==> src/rtl/cfgld_pkg.sv <==
package cfgld_pkg;
    typedef enum logic [2:0] {
        ST_BOOT,
        ST_ISSUE,
        ST_WAIT,
        ST_APPLY,
        ST_END
    } ld_state_e;

    typedef enum logic [1:0] {
        ERR_NONE    = 2'd0,
        ERR_TIMEOUT = 2'd1,
        ERR_BADREC  = 2'd2
    } ld_err_e;

    localparam int REC_BYTES = 7;
    localparam int CTL_END_BIT = 7;
endpackage

==> src/rtl/cfgld_byte_fetch.sv <==
module cfgld_byte_fetch #(
    parameter int EE_AW   = 12,
    parameter int TMO_CYC = 64
) (
    input  logic             clk,
    input  logic             rst_n,
    input  logic             go_i,
    input  logic [EE_AW-1:0] addr_i,
    output logic             rd_req_o,
    output logic [EE_AW-1:0] rd_addr_o,
    input  logic             rd_valid_i,
    input  logic [7:0]       rd_data_i,
    output logic             got_o,
    output logic [7:0]       data_o,
    output logic             tmo_o
);
    localparam int CW = $clog2(TMO_CYC + 1);

    typedef struct packed {
        logic             active;
        logic [EE_AW-1:0] addr;
        logic [CW-1:0]    cnt;
    } fetch_t;

    fetch_t f_d, f_q;

    always_comb begin
        f_d   = f_q;
        got_o = f_q.active && rd_valid_i;
        tmo_o = f_q.active && !rd_valid_i && (f_q.cnt == CW'(TMO_CYC - 1));
        if (go_i) begin
            f_d.active = 1'b1;
            f_d.addr   = addr_i;
            f_d.cnt    = '0;
        end else if (f_q.active) begin
            if (got_o || tmo_o) begin
                f_d.active = 1'b0;
            end else begin
                f_d.cnt = f_q.cnt + 1'b1;
            end
        end
    end

    always_ff @(posedge clk or negedge rst_n) begin
        if (!rst_n) begin
            f_q <= '0;
        end else begin
            f_q <= f_d;
        end
    end

    assign rd_req_o  = f_q.active;
    assign rd_addr_o = f_q.addr;
    assign data_o    = rd_data_i;

    AST_REQ_HELD: assert property (@(posedge clk) disable iff (!rst_n)
        (rd_req_o && !rd_valid_i && !tmo_o) |=> (rd_req_o && $stable(rd_addr_o)));
    AST_NO_GO_WHILE_BUSY: assert property (@(posedge clk) disable iff (!rst_n)
        go_i |-> !rd_req_o);
    AST_TMO_ENDS_REQ: assert property (@(posedge clk) disable iff (!rst_n)
        (tmo_o && !go_i) |=> !rd_req_o);
endmodule

==> src/rtl/cfgld_rec_decode.sv <==
module cfgld_rec_decode #(
    parameter int NPORTS      = 3,
    parameter int REG_COUNT   = 640,
    parameter int LINK_BASE   = 'h80,
    parameter int LINK_STRIDE = 8,
    parameter int RETRAIN_BIT = 5
) (
    input  logic [15:0]       addr_i,
    input  logic [31:0]       data_i,
    input  logic [3:0]        be_i,
    output logic              in_range_o,
    output logic [NPORTS-1:0] retrain_hit_o
);
    localparam int RT_LANE = RETRAIN_BIT / 8;

    assign in_range_o = addr_i < 16'(REG_COUNT);

    for (genvar p = 0; p < NPORTS; p++) begin : g_port
        localparam logic [15:0] LINK_ADDR = 16'(LINK_BASE + p * LINK_STRIDE);
        assign retrain_hit_o[p] = (addr_i == LINK_ADDR) && be_i[RT_LANE] && data_i[RETRAIN_BIT];
    end
endmodule

==> src/rtl/cfgld_halt_ctl.sv <==
module cfgld_halt_ctl (
    input  logic clk,
    input  logic rst_n,
    input  logic err_evt_i,
    input  logic clr_i,
    output logic halt_o
);
    logic halt_d, halt_q;

    always_comb begin
        halt_d = halt_q;
        if (err_evt_i) begin
            halt_d = 1'b1;
        end else if (clr_i) begin
            halt_d = 1'b0;
        end
    end

    always_ff @(posedge clk or negedge rst_n) begin
        if (!rst_n) begin
            halt_q <= 1'b0;
        end else begin
            halt_q <= halt_d;
        end
    end

    assign halt_o = halt_q;

    AST_HALT_SET_WINS: assert property (@(posedge clk) disable iff (!rst_n)
        err_evt_i |=> halt_o);
    AST_HALT_HOLDS: assert property (@(posedge clk) disable iff (!rst_n)
        (halt_o && !clr_i) |=> halt_o);
    AST_HALT_CLEARS: assert property (@(posedge clk) disable iff (!rst_n)
        (clr_i && !err_evt_i) |=> !halt_o);
endmodule

==> src/rtl/cfgld_loader.sv <==
module cfgld_loader #(
    parameter int EE_AW       = 12,
    parameter int TMO_CYC     = 64,
    parameter int NPORTS      = 3,
    parameter int REG_COUNT   = 640,
    parameter int LINK_BASE   = 'h80,
    parameter int LINK_STRIDE = 8,
    parameter int RETRAIN_BIT = 5,
    localparam int REG_AW     = $clog2(REG_COUNT)
) (
    input  logic              clk,
    input  logic              rst_n,
    input  logic              init_en_i,
    output logic              ee_rd_req_o,
    output logic [EE_AW-1:0]  ee_rd_addr_o,
    input  logic              ee_rd_valid_i,
    input  logic [7:0]        ee_rd_data_i,
    output logic              reg_wr_en_o,
    output logic [REG_AW-1:0] reg_wr_addr_o,
    output logic [31:0]       reg_wr_data_o,
    output logic [3:0]        reg_wr_be_o,
    output logic [NPORTS-1:0] retrain_o,
    output logic              sts_done_o,
    output logic              sts_err_o,
    output logic [1:0]        sts_code_o,
    output logic [EE_AW-1:0]  sts_where_o,
    input  logic              halt_clr_i,
    output logic              core_hold_o
);
    import cfgld_pkg::*;

    localparam logic [2:0] LAST_IDX = 3'(REC_BYTES - 1);

    typedef struct packed {
        ld_state_e        st;
        logic [2:0]       idx;
        logic [EE_AW-1:0] ptr;
        logic [EE_AW-1:0] rec_start;
        logic [3:0]       be;
        logic [15:0]      addr;
        logic [31:0]      data;
        logic             done;
        ld_err_e          code;
        logic [EE_AW-1:0] where;
    } ld_t;

    ld_t s_d, s_q;

    logic              go;
    logic              wr_en;
    logic              err_evt;
    logic              f_got;
    logic              f_tmo;
    logic [7:0]        f_byte;
    logic              in_range;
    logic [NPORTS-1:0] rt_hit;

    cfgld_byte_fetch #(
        .EE_AW   (EE_AW),
        .TMO_CYC (TMO_CYC)
    ) fetch_i (
        .clk        (clk),
        .rst_n      (rst_n),
        .go_i       (go),
        .addr_i     (s_q.ptr),
        .rd_req_o   (ee_rd_req_o),
        .rd_addr_o  (ee_rd_addr_o),
        .rd_valid_i (ee_rd_valid_i),
        .rd_data_i  (ee_rd_data_i),
        .got_o      (f_got),
        .data_o     (f_byte),
        .tmo_o      (f_tmo)
    );

    cfgld_rec_decode #(
        .NPORTS      (NPORTS),
        .REG_COUNT   (REG_COUNT),
        .LINK_BASE   (LINK_BASE),
        .LINK_STRIDE (LINK_STRIDE),
        .RETRAIN_BIT (RETRAIN_BIT)
    ) decode_i (
        .addr_i        (s_q.addr),
        .data_i        (s_q.data),
        .be_i          (s_q.be),
        .in_range_o    (in_range),
        .retrain_hit_o (rt_hit)
    );

    cfgld_halt_ctl halt_i (
        .clk       (clk),
        .rst_n     (rst_n),
        .err_evt_i (err_evt),
        .clr_i     (halt_clr_i),
        .halt_o    (core_hold_o)
    );

    always_comb begin
        s_d     = s_q;
        go      = 1'b0;
        wr_en   = 1'b0;
        err_evt = 1'b0;
        unique case (s_q.st)
            ST_BOOT: begin
                s_d.ptr       = '0;
                s_d.rec_start = '0;
                s_d.idx       = '0;
                if (init_en_i) begin
                    s_d.st = ST_ISSUE;
                end else begin
                    s_d.done = 1'b1;
                    s_d.st   = ST_END;
                end
            end
            ST_ISSUE: begin
                go     = 1'b1;
                s_d.st = ST_WAIT;
            end
            ST_WAIT: begin
                if (f_got) begin
                    s_d.ptr = s_q.ptr + 1'b1;
                    if (s_q.idx == 3'd0) begin
                        s_d.be = f_byte[3:0];
                    end else if (s_q.idx <= 3'd2) begin
                        s_d.addr = {f_byte, s_q.addr[15:8]};
                    end else begin
                        s_d.data = {f_byte, s_q.data[31:8]};
                    end
                    if (s_q.idx == 3'd0 && f_byte[CTL_END_BIT]) begin
                        s_d.done = 1'b1;
                        s_d.st   = ST_END;
                    end else if (s_q.idx == LAST_IDX) begin
                        s_d.idx = '0;
                        s_d.st  = ST_APPLY;
                    end else begin
                        s_d.idx = s_q.idx + 1'b1;
                        s_d.st  = ST_ISSUE;
                    end
                end else if (f_tmo) begin
                    err_evt   = 1'b1;
                    s_d.done  = 1'b1;
                    s_d.code  = ERR_TIMEOUT;
                    s_d.where = s_q.ptr;
                    s_d.st    = ST_END;
                end
            end
            ST_APPLY: begin
                if (in_range) begin
                    wr_en         = 1'b1;
                    s_d.rec_start = s_q.ptr;
                    s_d.st        = ST_ISSUE;
                end else begin
                    err_evt   = 1'b1;
                    s_d.done  = 1'b1;
                    s_d.code  = ERR_BADREC;
                    s_d.where = s_q.rec_start;
                    s_d.st    = ST_END;
                end
            end
            ST_END: begin
                s_d.st = ST_END;
            end
            default: begin
                s_d.st = ST_END;
            end
        endcase
    end

    always_ff @(posedge clk or negedge rst_n) begin
        if (!rst_n) begin
            s_q      <= '0;
            s_q.st   <= ST_BOOT;
            s_q.code <= ERR_NONE;
        end else begin
            s_q <= s_d;
        end
    end

    assign reg_wr_en_o   = wr_en;
    assign reg_wr_addr_o = s_q.addr[REG_AW-1:0];
    assign reg_wr_data_o = s_q.data;
    assign reg_wr_be_o   = s_q.be;
    assign retrain_o     = wr_en ? rt_hit : '0;
    assign sts_done_o    = s_q.done;
    assign sts_code_o    = s_q.code;
    assign sts_err_o     = (s_q.code != ERR_NONE);
    assign sts_where_o   = s_q.where;

    AST_RETRAIN_NEEDS_WRITE: assert property (@(posedge clk) disable iff (!rst_n)
        (|retrain_o) |-> reg_wr_en_o);
    AST_QUIET_AFTER_DONE: assert property (@(posedge clk) disable iff (!rst_n)
        sts_done_o |-> (!reg_wr_en_o && !ee_rd_req_o));
    AST_DONE_STICKY: assert property (@(posedge clk) disable iff (!rst_n)
        sts_done_o |=> sts_done_o);
    AST_ERR_WITH_DONE: assert property (@(posedge clk) disable iff (!rst_n)
        sts_err_o |-> sts_done_o);
    AST_HOLD_NEEDS_ERR: assert property (@(posedge clk) disable iff (!rst_n)
        core_hold_o |-> sts_err_o);
    AST_ONE_REQ_OR_WRITE: assert property (@(posedge clk) disable iff (!rst_n)
        !(reg_wr_en_o && ee_rd_req_o));
endmodule

==> config.mk <==
export PLATFORM = sky130hd
export DESIGN_NAME = cfgld_loader
export DESIGN_NICKNAME = d
export VERILOG_FILES = /design/src/rtl/cfgld_pkg.sv /design/src/rtl/cfgld_byte_fetch.sv /design/src/rtl/cfgld_rec_decode.sv /design/src/rtl/cfgld_halt_ctl.sv /design/src/rtl/cfgld_loader.sv
export SDC_FILE = /design/constraint.sdc
export NUM_CORES = 1
export LEC_CHECK = 0
export BUFFER_PORTS_ARGS = -buffer_cell sky130_fd_sc_hd__buf_2
export CORE_MARGIN = 2
export CORE_UTILIZATION = 61
export CTS_CLUSTER_SIZE = 10
export DETAILED_ROUTE_END_ITERATION = 16
export PLACE_DENSITY = 0.95
export SYNTH_ARGS = -nofsm -noshare
export SYNTH_HDL_FRONTEND = slang
export SYNTH_SLANG_ARGS = --single-unit
==> constraint.sdc <==
create_clock -name clk -period 3.11 [get_ports clk]
set_input_delay 0.1555 -clock clk [delete_from_list [all_inputs] [get_ports clk]]
set_output_delay 0.1555 -clock clk [all_outputs]
set_load 0.005 [all_outputs]
==> impl_table.tex, run 1 <==
\begin{tabular}{lr}
\hline
Metric & Value \\
\hline
\multicolumn{2}{l}{\textbf{Global routing}} \\
Maximum number of pins on one net before global-route repair & 69 \\
Vias in the first global route & 3896 \\
Number of antenna violations at the first check in global routing & 0 \\
Total routing usage reported by global routing & 24.0\% \\
Remaining global-route overflow & 0 \\
First-pass GRT wire length & 18900 µm \\
\multicolumn{2}{l}{\textbf{Drt}} \\
Antenna Violating Nets Remaining & 0 \\
Routed Wire Length & 11600 µm \\
Average wire length per cell after detail routing & 17.2 µm \\
1st-pass router iterations & 5 \\
Via count & 3922 \\
Mean number of vias per cell & 5.81 \\
DRT iter0 DRCs & 304 \\
Post-route DRC & 0 \\
\multicolumn{2}{l}{\textbf{Timing}} \\
Sum Neg Setup Slack & 0 ps \\
RSZ-0062 raised after global routing & no \\
Final critical delay including setup and external delays & 2680 ps \\
Final clock skew & 6.85 ps \\
Fmax & 0.374 GHz \\
Worst slew slack as a fraction of its limit & 42.0\% \\
Final critical-path share of the clock period & 86.0\% \\
Final-report max-slew violation count & 0 \\
Post-route setup slack & 435 ps \\
Final setup vio count & 0 \\
Least-Margin Pin Slew & 869 ps \\
Count of final hold-check violations & 0 \\
Worst-case hold slack & 90.3 ps \\
\multicolumn{2}{l}{\textbf{CTS}} \\
Number of clock sinks seen by CTS & 118 \\
Largest buffer count on any clock path & 2 \\
\# resized after CTS & 0 \\
Clock buffers created by TritonCTS & 17 \\
Maximum level of the CTS H-tree & 4 \\
CTS root buf & sky130\_fd\_sc\_hd\_\_clkbuf\_8 \\
Clock Latency Late Sink & 510 ps \\
CTS tree & yes \\
Clock slew at reported path FFs & 60 ps \\
\multicolumn{2}{l}{\textbf{Worst setup path}} \\
R2R depth & 4 \\
Signal arrival time at the worst endpoint & 2520 ps \\
Endpoint type of the worst setup path & output pin \\
Data required time of the worst path & 2950 ps \\
Startpoint Class & register \\
Worst setup path category & register to output pin \\
CP max FO & 15 \\
\multicolumn{2}{l}{\textbf{Layout}} \\
Number of inserted filler cells in the final layout & 607 \\
Share of final-layout standard cells stronger than drive strength 1 & 26.2\% \\
Non-filler cells in the finished layout & 675 \\
NumNets Final & 566 \\
Area growth from synthesis to layout & 12.2\% \\
Antenna cells & 0 \\
\multicolumn{2}{l}{\textbf{Synth}} \\
Warnings, synthesis & 0 \\
Number of enable flip-flop cells after synthesis & 0 \\
Area contributors post-synth & sky130\_fd\_sc\_hd\_\_dfrtp\_1 (52\%), sky130\_fd\_sc\_hd\_\_mux2\_1 (11\%), sky130\_fd\_sc\_hd\_\_buf\_4 (9.4\%), sky130\_fd\_sc\_hd\_\_nand2\_1 (3.9\%), sky130\_fd\_sc\_hd\_\_mux2\_4 (2.6\%) \\
Number of cells produced by synthesis & 522 \\
Share of flip-flops with an asynchronous set or reset & 100\% \\
Most used DFF post-synth & sky130\_fd\_sc\_hd\_\_dfrtp\_1 \\
Fraction of synthesized cell area taken by the top area cell type & 51.6\% \\
Most frequent cells after synthesis & sky130\_fd\_sc\_hd\_\_dfrtp\_1 (118), sky130\_fd\_sc\_hd\_\_buf\_4 (72), sky130\_fd\_sc\_hd\_\_nand2\_1 (59) \\
Count of distinct cell types in the synthesized netlist & 53 \\
Yosys top cell by area & sky130\_fd\_sc\_hd\_\_dfrtp\_1 \\
Post-synthesis instance area & 5720 µm² \\
Most used standard cell by instance count after synthesis & sky130\_fd\_sc\_hd\_\_dfrtp\_1 \\
Seq cells post-synth & 118 \\
Post-synthesis area per instance & 11.0 µm² \\
Number of nets produced by synthesis & 537 \\
Sequential element share of the synthesized area & 51.6\% \\
\multicolumn{2}{l}{\textbf{Floorplan}} \\
DIE AREA & 10200 µm² \\
Starting density of the core & 62.5\% \\
Die width & 101 µm \\
\# IOs & 93 \\
Die height & 101 µm \\
Core box area & 9150 µm² \\
Total number of placement rows & 35 \\
\multicolumn{2}{l}{\textbf{Power}} \\
Leakage power of the design & 3.43 nW \\
Cell area power density & 582 nW/µm² \\
Post-layout power & 3.74 mW \\
Max VDD drop & 0.000431 V \\
\multicolumn{2}{l}{\textbf{Job}} \\
Number of max-cap violations & 0 \\
\multicolumn{2}{l}{\textbf{Hold path}} \\
Number of cells traversed by the worst hold path & 3 \\
Path category of the worst min-delay check & input port to register \\
\multicolumn{2}{l}{\textbf{Placement}} \\
Final estimated routing congestion in global placement & 0.842 \\
Hpwl dp & 7550 µm \\
Count of input and output buffers & 92 \\
Number of placed instances with taps included & 632 \\
Placement-stage worst setup slack & 811 ps \\
\multicolumn{2}{l}{\textbf{Run status}} \\
Outcome & complete, no violations \\
\hline
\end{tabular}
-- layer usage --
| layer | track usage, % | wire length, µm |
|---|---|---|
| met1 | 29.7 | 4750 |
| met2 | 40.3 | 5900 |
| met3 | 5.96 | 610 |
| met4 | 10.3 | 345 |
| met5 | 0 | 0 |
-- what timing repair did --
| item | CTS | global route |
|---|---|---|
| hold endpoints to repair | 72 | 0 |
| setup buffers | 0 | 0 |
| hold buffers | 11 | 0 |
-- report_power, final --
group	switching [mW]	total, mW	internal [mW]
registers	0.0489	1.63	1.58
logic	0.0910	0.160	0.0689
clock network	0.772	1.95	1.18
-- layout by cell type (no fill, tap or decap), drive strengths merged, types with 3 or more instances in the layout --
cell type,instances
a21oi,10
and3,4
buf,98
clkbuf,17
dfrtp,118
dlygate4sd3,11
inv,27
mux2,65
nand2,59
nand3,10
nand4,7
nor2,23
nor3b,3
nor4,3
o211ai,14
o21ai,34
or3,8
or4,3
xor2,8
-- worst max-delay path, stage by stage, from the launching register on --
cell and delay [ps]:
sky130_fd_sc_hd__dfrtp_1 420, sky130_fd_sc_hd__nor4_1 380, sky130_fd_sc_hd__and3_1 610, sky130_fd_sc_hd__nand3_1 240, sky130_fd_sc_hd__nor3b_1 230, sky130_fd_sc_hd__buf_2 140
-- path summary, 6_finish.rpt --
kind,from,end,slack (ps)
worst min register to register,fetch_i.rd_addr_o[2],fetch_i.rd_addr_o[2],480
worst max register to register,s_q[96],s_q[59],740
min in group asynchronous,rst_n,reg_wr_addr_o[4],220
worst min-delay path,ee_rd_valid_i,s_q[93],90
max in group asynchronous,rst_n,reg_wr_data_o[31],2100
worst max-delay path,s_q[57],retrain_o[1],430
-- flip-flops by register name, indices dropped and copies added, names as in the netlist --
| register | cells |
|---|---|
| reg_wr_be_o | 4 |
| s_q | 36 |
| halt_i.halt_o | 1 |
| sts_where_o | 12 |
| fetch_i.rd_req_o | 1 |
| fetch_i.f_q | 7 |
| reg_wr_addr_o | 10 |
| fetch_i.rd_addr_o | 12 |
| reg_wr_data_o | 32 |
| sts_done_o | 1 |
| sts_code_o | 2 |
-- through the flow --
step | cell area [µm²] | util [%]
after detailed placement | 5720 | 62.5
after global placement | 5720 | 62.5
after CTS | 6420 | 70.2
after floorplan | 5720 | -
after global routing | 6420 | 70.2
final | 6420 | 70.2
-- cell type report --
class / count / area (µm²) / share of cell area (%)
repair buffers: 109 / 631 / 9.82
clock inverters: 15 / 180 / 2.81
inverters: 17 / 63.8 / 0.994
clock buffers: 17 / 414 / 6.45
multi-input cells: 288 / 2040 / 31.8
flip-flops and latches: 118 / 2950 / 46.0
well taps: 111 / 139 / 2.16
-- logic make-up (layout without fill, tap and decap cells) --
| kind of cell | after synthesis | count (layout) | synth area share, % |
|---|---|---|---|
| multiplexers | 66 | 66 | 13.6 |
| flip-flops | 118 | 118 | 51.6 |
| adder cells (fa/ha/maj) | 2 | 2 | 0.437 |
| buffers and inverters | 116 | 158 | 12.7 |
| XOR/XNOR | 10 | 10 | 1.53 |
| AO/OA/AOI/OAI | 73 | 73 | 8.05 |
| AND/OR/NAND/NOR | 137 | 137 | 12.0 |
(Power assumes the default switching activity.)
==> inputs of run 2 (changes only) <==
CORE_UTILIZATION = 51   (was 61)
PLACE_DENSITY = 0.88   (was 0.95)
clock period = 2.25 ns   (was 3.11 ns; I/O delays follow)
==> run 2 against run 1 <==
Flip-flop and latch count unchanged. Core utilization down 10 points. Clock-buffer cell count up 1. Clock skew up 2.2 ps. Largest cell class unchanged. Largest power group unchanged.
==> impl_table.tex, run 2 (synthesized netlist as in run 1, its figures left out) <==
\begin{tabular}{lr}
\hline
Metric & Value \\
\hline
\multicolumn{2}{l}{\textbf{Timing}} \\
Final-report max-slew violation count & 0 (unchanged) \\
Final setup vio count & 0 (unchanged) \\
RSZ-0062 raised after global routing & yes \\
Final clock skew & 9.10 ps (+2.25 ps) \\
Final critical-path share of the clock period & 99.3\% \\
Least-Margin Pin Slew & 683 ps (-186 ps) \\
Fmax & 0.447 GHz \\
Count of final hold-check violations & 0 (unchanged) \\
Sum Neg Setup Slack & 0 ps (unchanged) \\
Final critical delay including setup and external delays & 2230 ps \\
Post-route setup slack & 15.2 ps (-420 ps) \\
Worst slew slack as a fraction of its limit & 54.5\% (+12 points) \\
\multicolumn{2}{l}{\textbf{Floorplan}} \\
DIE AREA & 12100 µm² (+19\%) \\
Total number of placement rows & 38 (+8.6\%) \\
\# IOs & 93 (unchanged) \\
Die height & 110 µm (+9.0\%) \\
Die width & 110 µm (+9.0\%) \\
Core box area & 10900 µm² (+19\%) \\
Starting density of the core & 52.6\% (-10 points) \\
\multicolumn{2}{l}{\textbf{CTS}} \\
Clock buffers created by TritonCTS & 17 (unchanged) \\
CTS tree & yes \\
CTS root buf & sky130\_fd\_sc\_hd\_\_clkbuf\_8 \\
Maximum level of the CTS H-tree & 4 (unchanged) \\
Clock Latency Late Sink & 520 ps (about the same) \\
Largest buffer count on any clock path & 2 (unchanged) \\
Clock slew at reported path FFs & 60 ps (about the same) \\
Number of clock sinks seen by CTS & 118 (unchanged) \\
\multicolumn{2}{l}{\textbf{Power}} \\
Comb pwr share & 4.5\% (+0.2 points) \\
Power share of the sequential group & 45.5\% (+1.9 points) \\
Switching power & 1.18 mW (+30\%) \\
Cell area power density & 760 nW/µm² (+31\%) \\
Max VDD drop & 0.000497 V (+15\%) \\
Power share of the clock group & 50.0\% (-2.1 points) \\
Cell-internal power & 3.78 mW (+34\%) \\
Switching fraction of total power & 23.8\% (-0.60 points) \\
Post-layout power & 4.96 mW (+33\%) \\
Leakage power of the design & 3.44 nW (+0.11\%) \\
\multicolumn{2}{l}{\textbf{Layout}} \\
Final non-filler cell area & 6520 µm² (+1.6\%) \\
Share of final-layout standard cells stronger than drive strength 1 & 28.5\% (+2.3 points) \\
Flip-flop count of the largest register, all copies and words added & 36 (unchanged) \\
Most common cell after layout, fill and taps aside & sky130\_fd\_sc\_hd\_\_dfrtp\_1 \\
Antenna cells & 0 (unchanged) \\
Top register by number of flip-flops & s\_q \\
Final Core Density & 59.9\% (-10 points) \\
NumNets Final & 574 (+1.4\%) \\
Commonest non-fill, non-tap cells in the layout & sky130\_fd\_sc\_hd\_\_dfrtp\_1 (116), sky130\_fd\_sc\_hd\_\_buf\_2 (91), sky130\_fd\_sc\_hd\_\_nand2\_1 (59), sky130\_fd\_sc\_hd\_\_mux2\_1 (54), sky130\_fd\_sc\_hd\_\_o21ai\_0 (25) \\
Area growth from synthesis to layout & 14.0\% \\
Number of inserted filler cells in the final layout & 865 (+43\%) \\
\multicolumn{2}{l}{\textbf{Drt}} \\
1st-pass router iterations & 5 (unchanged) \\
Via count & 3878 (-1.1\%) \\
Post-route DRC & 0 (unchanged) \\
Routed Wire Length & 11700 µm (+0.98\%) \\
Antenna Violating Nets Remaining & 0 (unchanged) \\
Mean number of vias per cell & 5.45 (-6.1\%) \\
Average wire length per cell after detail routing & 16.5 µm (-4.1\%) \\
DRT iter0 DRCs & 347 (+14\%) \\
\multicolumn{2}{l}{\textbf{Global routing}} \\
First-pass GRT wire length & 19000 µm (+0.33\%) \\
Vias in the first global route & 3928 (+0.82\%) \\
Total routing usage reported by global routing & 20.3\% (-3.7 points) \\
Number of antenna violations at the first check in global routing & 0 (unchanged) \\
Remaining global-route overflow & 0 (unchanged) \\
Maximum number of pins on one net before global-route repair & 44 (-36\%) \\
\multicolumn{2}{l}{\textbf{Run status}} \\
Outcome & complete, no violations \\
\multicolumn{2}{l}{\textbf{Hold path}} \\
Number of cells traversed by the worst hold path & 3 (unchanged) \\
Path category of the worst min-delay check & input port to register \\
\multicolumn{2}{l}{\textbf{Worst setup path}} \\
Signal arrival time at the worst endpoint & 2120 ps (-400 ps) \\
Crit path buf inv count & 1 (unchanged) \\
Data required time of the worst path & 2140 ps (-810 ps) \\
Longest individual stage delay on the worst path & 560 ps (-50 ps) \\
R2R depth & 5 (+1) \\
Worst setup path category & register to output pin \\
Endpoint type of the worst setup path & output pin \\
CP Depth & 5 (unchanged) \\
Startpoint Class & register \\
Top cell family by delay on the critical path & simple AND/OR/NAND/NOR gates \\
Master of the slowest instance on the critical path & sky130\_fd\_sc\_hd\_\_or4\_4 \\
Cell chain of the critical path & or4\_4 > nor4\_4 > nand3\_2 > nor3b\_2 > buf\_2 \\
CP max FO & 3 (-12) \\
\multicolumn{2}{l}{\textbf{Placement}} \\
Instance area at placement & 5800 µm² (+1.4\%) \\
Hpwl dp & 8080 µm (+7.1\%) \\
Count of input and output buffers & 92 (unchanged) \\
Final estimated routing congestion in global placement & 0.872 (+3.6\%) \\
Placement-stage worst setup slack & 119 ps (-692 ps) \\
\multicolumn{2}{l}{\textbf{Job}} \\
Number of max-cap violations & 0 (unchanged) \\
\hline
\end{tabular}
## run 2: changes by cell type in the layout (fill, tap and decap cells not counted), moves of 3 or more
cell                         before  now
sky130_fd_sc_hd__inv_6            7    3
sky130_fd_sc_hd__inv_8            3    0
sky130_fd_sc_hd__clkinvlp_4       1    5
sky130_fd_sc_hd__buf_4            6   13
## run 2: worst paths after layout
path | slack, ps | end | startpoint
max | 20 | retrain_o[1] | reg_wr_addr_o[8]
min | 70 | s_q[93] | ee_rd_valid_i
max reg2reg | 180 | s_q[59] | s_q[96]
min reg2reg | 470 | fetch_i.rd_addr_o[2] | fetch_i.rd_addr_o[2]
max in group asynchronous | 1470 | reg_wr_data_o[26] | rst_n
min in group asynchronous | 130 | reg_wr_addr_o[4] | rst_n
## run 2: layout make-up
class                           count  area, µm²  area share [%]
Clock buffer                       18        428            6.56
Clock inverter                     13        125            1.92
Inverter                           17       63.8           0.978
Multi-Input combinational cell    288       2080            31.9
Sequential cell                   118       2960            45.3
Tap cell                          140        175            2.69
Timing Repair Buffer              117        694            10.6
## run 2: metal layers
metal | vias up | GRT usage (%) | wire (µm)
li1 | 1798 | - | -
met4 | 0 | 6.42 | 139
met3 | 16 | 6.05 | 667
met1 | 1925 | 24.7 | 4930
met2 | 139 | 34.7 | 5980
met5 | - | 0 | 0
## run 2: through the flow
stage / hold slack [ps] / std cells
floorplan: -183 / 522
global placement: 117 / 667
detailed placement: 126 / 667
CTS: 45.8 / 711
global route: 51.8 / 711
finish: 66.0 / 711
## run 2: timing repair
action	CTS	global route
resized for setup	6	5
hold buffers	11	0
gates cloned	0	0
pin swaps	3	1
buffers inserted	2	0
hold endpoints to repair	60	0
endpoints found under the setup margin	3	16
## run 2: worst register-to-register path: cells and delay by family, from the launching register on
kind          cells  cell delay, ps
simple gates      3             890
flops             1             500
mux               1             340
buf+inv           1             220
## run 2: power groups by stage
stage                     combinational, mW  sequential (mW)  clock (mW)
final                                 0.225             2.25        2.48
after global routing                  0.256             2.26        2.64
after floorplan                       0.126             2.26           0
after CTS                             0.228             2.25        2.53
after global placement                0.200             2.28           0
after detailed placement              0.212             2.29           0
==> inputs of run 3 (changes only) <==
REMOVE_ABC_BUFFERS = 1   (was unset)
==> run 3 against run 2 <==
The flow now finishes with violations (setup timing). Hold slack got worse by 3.7 ps. Clock power grew 6%. Total power increased by 2.8%. Register-to-register slack barely moved. Clock-buffer cell count up 6. Routed wire length rose by 3.4%. Die area did not move. Global-route usage grew 0.85 points. Critical endpoint is now retrain_o[0]. Highest routed layer unchanged.
==> impl_table.tex, run 3 (synthesized netlist as in run 1, its figures left out) <==
\begin{tabular}{lr}
\hline
Metric & Value \\
\hline
\multicolumn{2}{l}{\textbf{CTS}} \\
CTS root buf & sky130\_fd\_sc\_hd\_\_clkbuf\_8 \\
Clock slew at reported path FFs & 60 ps (about the same) \\
Clock Latency Late Sink & 510 ps (about the same) \\
Number of clock sinks seen by CTS & 118 (unchanged) \\
Clock buffers created by TritonCTS & 17 (unchanged) \\
Largest buffer count on any clock path & 2 (unchanged) \\
CTS tree & yes \\
Maximum level of the CTS H-tree & 4 (unchanged) \\
\multicolumn{2}{l}{\textbf{Timing}} \\
Final setup vio count & 3 (+3) \\
Count of final hold-check violations & 0 (unchanged) \\
Final critical-path share of the clock period & 104\% (+4.9 points) \\
Fmax & 0.426 GHz (-4.7\%) \\
Post-route setup slack & -95.5 ps (-111 ps) \\
Final-report max-slew violation count & 0 (unchanged) \\
Worst slew slack as a fraction of its limit & 57.4\% (+2.9 points) \\
Least-Margin Pin Slew & 631 ps (-52.5 ps) \\
Final clock skew & 10.8 ps (+1.68 ps) \\
RSZ-0062 raised after global routing & yes \\
Final critical delay including setup and external delays & 2350 ps (+111 ps) \\
\multicolumn{2}{l}{\textbf{Worst setup path}} \\
Longest individual stage delay on the worst path & 570 ps (about the same) \\
Crit path from & reg\_wr\_addr\_o[8] \\
CP max FO & 3 (unchanged) \\
Cell chain of the critical path & or4\_4 > nor4\_4 > nand3\_2 > nor3\_1 > buf\_2 \\
Signal arrival time at the worst endpoint & 2230 ps (+110 ps) \\
Endpoint type of the worst setup path & output pin \\
Data required time of the worst path & 2140 ps (about the same) \\
Master of the slowest instance on the critical path & sky130\_fd\_sc\_hd\_\_or4\_4 \\
Startpoint Class & register \\
Startpoint of the worst register-to-register path & s\_q[57] \\
Worst setup path category & register to output pin \\
\multicolumn{2}{l}{\textbf{Drt}} \\
Routed Wire Length & 12100 µm (+3.4\%) \\
1st-pass router iterations & 4 (-1) \\
Average wire length per cell after detail routing & 17.0 µm (+3.4\%) \\
DRT iter0 DRCs & 389 (+12\%) \\
Post-route DRC & 0 (unchanged) \\
Via count & 3920 (+1.1\%) \\
Mean number of vias per cell & 5.51 (+1.1\%) \\
Antenna Violating Nets Remaining & 0 (unchanged) \\
\multicolumn{2}{l}{\textbf{Placement}} \\
Count of input and output buffers & 92 (unchanged) \\
Number of placed instances with taps included & 667 (unchanged) \\
Hpwl dp & 7910 µm (-2.2\%) \\
Placement-stage worst setup slack & 114 ps (-5.31 ps) \\
Instance area at placement & 5810 µm² (+0.22\%) \\
Final estimated routing congestion in global placement & 0.840 (-3.7\%) \\
\multicolumn{2}{l}{\textbf{Global routing}} \\
Vias in the first global route & 3916 (-0.31\%) \\
Remaining global-route overflow & 0 (unchanged) \\
Number of antenna violations at the first check in global routing & 0 (unchanged) \\
Maximum number of pins on one net before global-route repair & 47 (+6.8\%) \\
Total routing usage reported by global routing & 21.2\% (+0.85 points) \\
First-pass GRT wire length & 19400 µm (+2.1\%) \\
\multicolumn{2}{l}{\textbf{Job}} \\
Number of max-cap violations & 0 (unchanged) \\
\multicolumn{2}{l}{\textbf{Hold path}} \\
Path category of the worst min-delay check & input port to register \\
Startpoint of the worst hold path & ee\_rd\_valid\_i \\
\multicolumn{2}{l}{\textbf{Run status}} \\
Outcome & complete, but fails checks \\
Violations in the final reports & setup timing \\
\multicolumn{2}{l}{\textbf{Floorplan}} \\
Die height & 110 µm (unchanged) \\
Core box area & 10900 µm² (unchanged) \\
Die width & 110 µm (unchanged) \\
\# IOs & 93 (unchanged) \\
DIE AREA & 12100 µm² (unchanged) \\
Starting density of the core & 52.6\% (unchanged) \\
Total number of placement rows & 38 (unchanged) \\
\multicolumn{2}{l}{\textbf{Layout}} \\
Share of final-layout standard cells stronger than drive strength 1 & 27.8\% (-0.70 points) \\
Final non-filler cell area & 6560 µm² (+0.56\%) \\
Non-filler cells in the finished layout & 711 (unchanged) \\
Most common cell after layout, fill and taps aside & sky130\_fd\_sc\_hd\_\_dfrtp\_1 \\
Top register by number of flip-flops & s\_q \\
NumNets Final & 573 (-0.17\%) \\
Area growth from synthesis to layout & 14.6\% \\
Antenna cells & 0 (unchanged) \\
Commonest non-fill, non-tap cells in the layout & sky130\_fd\_sc\_hd\_\_dfrtp\_1 (118), sky130\_fd\_sc\_hd\_\_buf\_2 (91), sky130\_fd\_sc\_hd\_\_nand2\_1 (59), sky130\_fd\_sc\_hd\_\_mux2\_1 (54), sky130\_fd\_sc\_hd\_\_o21ai\_0 (26) \\
Flip-flop count of the largest register, all copies and words added & 36 (unchanged) \\
\multicolumn{2}{l}{\textbf{Power}} \\
Cell area power density & 778 nW/µm² (+2.3\%) \\
Max VDD drop & 0.000372 V (-25\%) \\
Leakage power of the design & 3.47 nW (+0.99\%) \\
Post-layout power & 5.10 mW (+2.8\%) \\
\hline
\end{tabular}
[run 3: cell type report]
| cell class | count | area [µm²] |
|---|---|---|
| fill | 810 | 4330 |
| sequential | 118 | 2950 |
| multi-input combinational | 288 | 2090 |
| timing repair buffer | 116 | 696 |
| clock buffer | 24 | 490 |
| tap | 140 | 175 |
| clock inverter | 8 | 95.1 |
| inverter | 17 | 63.8 |
[run 3: power breakdown]
part / switching (mW) / internal [mW] / total [mW] / leakage (nW)
Combinational: 0.131 / 0.101 / 0.231 / 1.57
Clock: 0.904 / 1.71 / 2.62 / 0.287
Sequential: 0.0665 / 2.19 / 2.25 / 1.61
Total: 1.10 / 4.00 / 5.10 / 3.47
[run 3: through the flow]
stage | TNS [ps] | utilization (%) | hold WS, ps
floorplan | 0 | - | -183
global placement | 0 | 53.4 | 96.5
detailed placement | 0 | 53.4 | 111
CTS | -72.7 | 60.0 | 49.6
global route | -495 | 60.2 | 54.2
finish | -170 | 60.2 | 62.3
[run 3: per-layer routing]
layer | vias to the layer above | track usage [%] | share of wire, %
li1 | 1802 | - | -
met1 | 1990 | 26.8 | 43
met2 | 116 | 34.6 | 51
met3 | 12 | 6.28 | 5.2
met4 | 0 | 7.50 | 1.2
met5 | - | 0 | 0
[run 3: final timing paths]
| check | endpoint | slack (ps) | cells past startpoint |
|---|---|---|---|
| max reg2reg | sts_where_o[9] | 180 | 4 |
| min | s_q[92] | 60 | 3 |
| min in group asynchronous | reg_wr_data_o[3] | 130 | 2 |
| max | retrain_o[0] | -100 | 5 |
| max in group asynchronous | s_q[77] | 1500 | 3 |
| min reg2reg | sts_done_o | 470 | 1 |
[run 3: critical path, delay by kind of cell, from the launching register on]
family / cells / cell delay, ps
AND/OR/NAND/NOR: 4 / 1170
flip-flops: 1 / 380
buffers and inverters: 1 / 160
[run 3: what timing repair did]
item                                    CTS  global route
endpoints found under the setup margin    3            16
hold endpoints to repair                136             0
cloned                                    0             0
hold buffers                             11             0
buffers inserted                          1             0
pin swaps                                 3             0
resized for setup                         3             5
